## src/rtl/updn_counter_pkg.sv

```systemverilog
package updn_counter_pkg;
  // Strobes from control to datapath
  typedef struct packed {
    logic load;   // show and capture the parallel value
    logic step;   // advance on the next rising edge
  } ctrl_strobe_t;
endpackage

```

## src/rtl/updn_counter_ctrl.sv

```systemverilog
module updn_counter_ctrl
  import updn_counter_pkg::*;
(
  input  logic         loadEn,
  input  logic         carryInN,
  input  logic         atTerminal,
  output ctrl_strobe_t strobe,
  output logic         carryOutN
);
  always_comb begin
    strobe.load = loadEn;
    strobe.step = !carryInN && !loadEn;
  end

  // Roll-over indication depends only on the enable and the shown value
  assign carryOutN = !(!carryInN && atTerminal);
endmodule

```

## src/rtl/updn_counter_dp.sv

```systemverilog
module updn_counter_dp
  import updn_counter_pkg::*;
#(
  parameter int unsigned WIDTH   = 4,
  parameter int unsigned DEC_MAX = 9
) (
  input  logic             clk,
  input  logic             rstN,
  input  ctrl_strobe_t     strobe,
  input  logic             upDown,
  input  logic             binMode,
  input  logic [WIDTH-1:0] loadVal,
  output logic [WIDTH-1:0] shownVal,
  output logic             atTerminal
);
  localparam logic [WIDTH-1:0] BIN_TOP = {WIDTH{1'b1}};
  localparam logic [WIDTH-1:0] DEC_TOP = WIDTH'(DEC_MAX);
  localparam logic [WIDTH-1:0] ZERO    = '0;
  localparam logic [WIDTH-1:0] ONE     = WIDTH'(1);

  logic [WIDTH-1:0] cntQ;
  logic [WIDTH-1:0] incVal;
  logic [WIDTH-1:0] decVal;
  logic [WIDTH-1:0] nextVal;
  logic [WIDTH-1:0] upTop;

  assign incVal = cntQ + ONE;
  assign decVal = cntQ - ONE;

  always_comb begin
    if (binMode) begin
      nextVal = upDown ? incVal : decVal;
    end else if (upDown) begin
      // top of the decade and any out-of-range value fold to zero
      nextVal = (cntQ >= DEC_TOP) ? ZERO : incVal;
    end else begin
      nextVal = (cntQ == ZERO) ? DEC_TOP : decVal;
    end
  end

  always_ff @(posedge clk or negedge rstN) begin
    if (!rstN) begin
      cntQ <= ZERO;
    end else if (strobe.load) begin
      cntQ <= loadVal;
    end else if (strobe.step) begin
      cntQ <= nextVal;
    end
  end

  // Load value is visible at once; register catches it on the next edge
  assign shownVal = (strobe.load && rstN) ? loadVal : cntQ;

  assign upTop      = binMode ? BIN_TOP : DEC_TOP;
  assign atTerminal = upDown ? (shownVal == upTop) : (shownVal == ZERO);
endmodule

```

## src/rtl/updn_counter.sv

```systemverilog
module updn_counter
  import updn_counter_pkg::*;
#(
  parameter int unsigned WIDTH   = 4,
  parameter int unsigned DEC_MAX = 9
) (
  input  logic             clk,
  input  logic             rstN,
  input  logic             upDown,
  input  logic             binMode,
  input  logic             loadEn,
  input  logic [WIDTH-1:0] loadVal,
  input  logic             carryInN,
  output logic [WIDTH-1:0] count,
  output logic             carryOutN
);
  ctrl_strobe_t strobe;
  logic         atTerminal;

  updn_counter_ctrl u_ctrl (
    .loadEn    (loadEn),
    .carryInN  (carryInN),
    .atTerminal(atTerminal),
    .strobe    (strobe),
    .carryOutN (carryOutN)
  );

  updn_counter_dp #(
    .WIDTH  (WIDTH),
    .DEC_MAX(DEC_MAX)
  ) u_dp (
    .clk       (clk),
    .rstN      (rstN),
    .strobe    (strobe),
    .upDown    (upDown),
    .binMode   (binMode),
    .loadVal   (loadVal),
    .shownVal  (count),
    .atTerminal(atTerminal)
  );
endmodule

```

## config.mk

```make
export PLATFORM = sky130hd
export DESIGN_NAME = updn_counter
export DESIGN_NICKNAME = d
export VERILOG_FILES = /design/src/rtl/updn_counter_pkg.sv /design/src/rtl/updn_counter_ctrl.sv /design/src/rtl/updn_counter_dp.sv /design/src/rtl/updn_counter.sv
export SDC_FILE = /design/constraint.sdc
export NUM_CORES = 1
export LEC_CHECK = 0
export ABC_AREA = 1
export BUFFER_PORTS_ARGS = -buffer_cell sky130_fd_sc_hd__buf_2
export CORE_MARGIN = 2
export CORE_UTILIZATION = 35
export CTS_CLUSTER_SIZE = 14
export DETAILED_ROUTE_END_ITERATION = 10
export PLACE_DENSITY_LB_ADDON = 0.08
export SYNTH_ARGS = -nofsm -noshare
export SYNTH_HDL_FRONTEND = slang
export SYNTH_SLANG_ARGS = --single-unit
```

## constraint.sdc

```tcl
create_clock -name clk -period 1.96 [get_ports clk]
set_input_delay 0.294 -clock clk [delete_from_list [all_inputs] [get_ports clk]]
set_output_delay 0.294 -clock clk [all_outputs]
set_load 0.005 [all_outputs]
```

Word-level counts from Yosys, hierarchy flattened
Cells that the tools add are included.
{"block": "word_totals", "reg_bits": 4, "latch_bits": 0, "mem_bits_rw": 0, "rom_bits": 0, "input_bits": 10, "output_inout_bits": 5, "memories": 0}
{"block": "op_classes", "addsub": 2, "n_mul": 0, "n_div": 0, "order_cmp": 1, "n_eq_ne": 1, "shift": 0, "n_mux": 10, "n_bitwise": 0, "reduce_logical": 9}
{"operator": "4-bit two-way mux", "count": 8}
{"operator": "4-bit logical NOT", "count": 2}
{"operator": "4-bit by 1-bit adder with 4-bit output (second input constant)", "count": 1}
{"operator": "4-bit equality test", "count": 1}
{"operator": "4-bit >= comparator (second input constant)", "count": 1}
{"operator": "4-bit by 1-bit subtractor with 4-bit output (second input constant)", "count": 1}
{"operator": "1-bit logical AND", "count": 3}
{"operator": "1-bit logical NOT", "count": 3}
{"operator": "3-bit two-way mux", "count": 1}
{"operator": "2-bit nonzero test", "count": 1}
{"operator": "1-bit two-way mux", "count": 1}

Depth between registers and ports, before layout
{"block": "logic_depth", "depth_word": 6, "depth_mapped": 10, "mapped_depth_nobuf": 10}

Modules after synthesis
Synthesis repeated with hierarchy kept, for this count alone.
{"block": "unflattened", "hier_cells": 94, "hier_area_um2": 563.0}
{"module": "updn_counter_dp", "n_inst": 1, "cells_per_inst": 90, "area_each_um2": 544.3, "seq_area_each_um2": 100.1}
{"module": "updn_counter_ctrl", "n_inst": 1, "cells_per_inst": 4, "area_each_um2": 18.8, "seq_area_each_um2": 0.0}

Worst setup path before layout
OpenSTA, ideal clock, no wires.
{"block": "synth_timing", "path_kind": "flip-flop to output port", "from": "register u_dp.cntQ[2]", "to": "output port carryOutN", "t_arrival_ns": 0.955, "path_slack_ns": 0.711, "stages_incl_launch_ff": 10, "path_buffers": 1, "path_cell_list": "dfrtp_1 -> buf_2 -> inv_1 -> nand2_1 -> nand2_1 -> nand2_1 -> nand2_1 -> nand2_1 -> nor2_1 -> nand2_1"}
{"block": "synth_between", "elab_chain_len": 5}
{"item": "from (decl)", "line_no": "updn_counter_dp.sv:21", "rtl": "logic [WIDTH-1:0] cntQ;"}
{"item": "from (signal assigned)", "line_no": "updn_counter_dp.sv:45", "rtl": "cntQ <= loadVal;"}
{"item": "from (signal assigned)", "line_no": "updn_counter_dp.sv:47", "rtl": "cntQ <= nextVal;"}
{"item": "4-bit two-way mux *", "line_no": "updn_counter_dp.sv:52", "rtl": "assign shownVal = (strobe.load && rstN) ? loadVal : cntQ;"}
{"item": "4-bit equality test / 4-bit logical NOT (equally long branches)", "line_no": "updn_counter_dp.sv:55", "rtl": "assign atTerminal = upDown ? (shownVal == upTop) : (shownVal == ZERO);"}
{"item": "1-bit two-way mux *", "line_no": "updn_counter_dp.sv:55"}
{"item": "1-bit logical AND *", "line_no": "updn_counter_ctrl.sv:16", "rtl": "assign carryOutN = !(!carryInN && atTerminal);"}
{"item": "1-bit logical NOT *", "line_no": "updn_counter_ctrl.sv:16"}
{"item": "to (decl)", "line_no": "updn_counter.sv:15", "rtl": "output logic carryOutN"}
Every way passes the cells marked *; elsewhere a longest branch is shown, timed or not.

Final worst setup path
Same ends and word-level chain as after synthesis.

==> results.cfg <==
[layout]
finalNetCount = 141
reg_top3 = u_dp.cntQ x4
top_register = u_dp.cntQ
drive_above_1_share = 0.200
syn_to_final_growth_pct = 19.9
largest_register_ff_count = 4
multi_input_area_um2 = 410
seq_area_um2 = 100
diodes = 0
n_fill_cell = 176

[clock_tree]
clock_latency_ps = 230
cts_root_buffer = clkbuf_4
tritoncts = built
post_cts_buffers = 0
cts_resized = 0
numCtsBuffers = 3
cts-htree-levels = 1
path_clk_slew_ps = 40
ctsLongestPathBuffers = 2
cts_sinks = 4
postCtsHoldBufs = 1

[synth]
ys_seq_elements = 4
synth-edff-count = 0
synth_cell_type_count = 16
synthTopCellsByArea = nand2_1 28%, dfrtp_1 17%, inv_1 12%, nand3_1 10%, ha_1 8.5%
syn_area_um2 = 591
synth.most_common_cell = nand2_1
syn_inst = 108
ys.flop_type = dfrtp_1
synthArstFlopShare = 1.00
synth_top_area_frac = 0.280
syn_nets = 122
ys_warn_count = 0
synth_area_per_cell_um2 = 5.47
ys_seq_area_frac = 0.169
yosysTopAreaCell = nand2_1
yosys-top-cells-count = 44 x nand2_1, 19 x inv_1, 12 x nand3_1

[placement]
place.gp.congestion = 0.842
numPortBuffers = 14
dp_hpwl_um = 1190

[pwr]
p_per_area_nw_per_um2 = 564
pwr-share-clk = 0.251
switching_share = 0.412
ir_drop_uv = 307
seqPwrFrac = 0.290
power_switching_w = 0.000164
p_leak_nw = 0.444
p_int_w = 0.000235
combPwrFrac = 0.458

[setup_path]
crit_path_max_fanout = 8
startpoint = u_dp.cntQ[2]$_DFFE_PN0P_
endpoint = carryOutN
critical_path_arrival_ps = 1420
cp.required_ps = 1670
reg2reg_to = u_dp.cntQ[3]$_DFFE_PN0P_
rr_worst_depth = 10
rrSetupSlack_ps = 540
end_kind = output port
reg2reg_from = u_dp.cntQ[0]$_DFFE_PN0P_
start_kind = flop
critical_path_class = reg2out

[global_routing]
grt_pass1_wl_um = 2310
grt_max_degree = 9
antenna_found_initial = 0
grt_pass1_vias = 595
grt.total_usage = 0.158
grt-ovfl-total = 0

[die]
die_area_um2 = 2030
die_y_um = 45.1
ios = 15
std_cell_rows = 14
core_area_um2 = 1540
dieWidth_um = 45.1
start_util = 0.383

[hold_path]
hold_class = in2reg

[sta]
finalSetupTns_ps = 0
max-slew-margin-rel = 0.808
max_slew.worst_pin.slew_ps = 287
setup_viol = 0
fmax_mhz = 584
min_period_over_period = 0.874
hold_ws_ps = 361
hold_viol_final = 0
fin_skew_ps = 2.66
fin_crit_ps = 1710
rsz0062_at_grt = no
maxSlewViolCount = 0

[detailed_routing]
drtIter0Drc = 15
drt_pass1_iterations = 4
vias = 663
viasPerCell = 4.70
routedWlPerCell_um = 10.3
drt-total-wl_um = 1460
detail-route-antenna-nets = 0
drc = 0

[run]
maxCapViolCount = 0

[run_status]
status = completed
[stage by stage]
stage                     total power [W]  setup slack (ps)  area [um^2]  cells   util
after CTS                        0.000405               241          708    141  0.459
after global routing             0.000442               157          708    141  0.459
final                            0.000399               246          708    141  0.459
after detailed placement         0.000299               494          676    137  0.438
after global placement           0.000301               477          676    137  0.438
after floorplan                  0.000242               711          591    108      -
[worst max-delay path, cell delays in order (launching register included)]
cell and delay, ps:
dfrtp_1 470, inv_1 190, nand2_1 70, nand2_1 60, nand2_1 50, nand2_1 50, nand2_1 60, nor2_1 80
nand2_1 50, buf_2 120
[worst min-delay path by stage]
stage               startpoint                       end  depth (start not counted)
floorplan                 rstN  u_dp.cntQ[0]$_DFFE_PN0P_                          0
global placement          rstN  u_dp.cntQ[2]$_DFFE_PN0P_                          1
detailed placement        rstN  u_dp.cntQ[3]$_DFFE_PN0P_                          1
CTS                   carryInN  u_dp.cntQ[2]$_DFFE_PN0P_                          3
global route          carryInN  u_dp.cntQ[2]$_DFFE_PN0P_                          3
finish                carryInN  u_dp.cntQ[2]$_DFFE_PN0P_                          3
[power groups by stage]
stage | clock network (W) | logic, W | registers, W
floorplan | 0 | 0.000138 | 0.000104
global placement | 0 | 0.000185 | 0.000117
detailed placement | 0 | 0.000182 | 0.000117
CTS | 0.000105 | 0.000185 | 0.000116
global route | 0.000113 | 0.000212 | 0.000117
finish | 0.000100 | 0.000183 | 0.000116
[layout by cell type, fill, tap and decap left out, drive strengths merged]
cell,netlist,layout
a21o,1,1
a21oi,1,1
buf,1,14
clkbuf,0,3
dfrtp,4,4
dlygate4sd3,0,1
ha,4,4
inv,20,20
nand2,48,48
nand3,12,12
nand4,2,2
nor2,7,7
o21ai,6,6
o22ai,2,2
[final cells by class]
class                   count  share of cell area
repair buffers             15               0.113
clock buffers               3              0.0318
inverters                  20               0.106
multi-input cells          83               0.580
flip-flops and latches      4               0.141
well taps                  16              0.0283
[routing by layer]
metal | global-route usage | part of all wire
met3 | 0.0120 | 0.036
met1 | 0.195 | 0.49
met4 | 0.112 | 0.016
met5 | 0 | 0
met2 | 0.257 | 0.45
[logic make-up after synthesis]
kind of cell | share of synthesized area
adders and majority gates | 0.0847
and+or+nand+nor | 0.498
buffers and inverters | 0.136
DFF | 0.169
AOI/OAI and AO/OA | 0.112
Note: power is estimated with default switching activity, not from simulation.
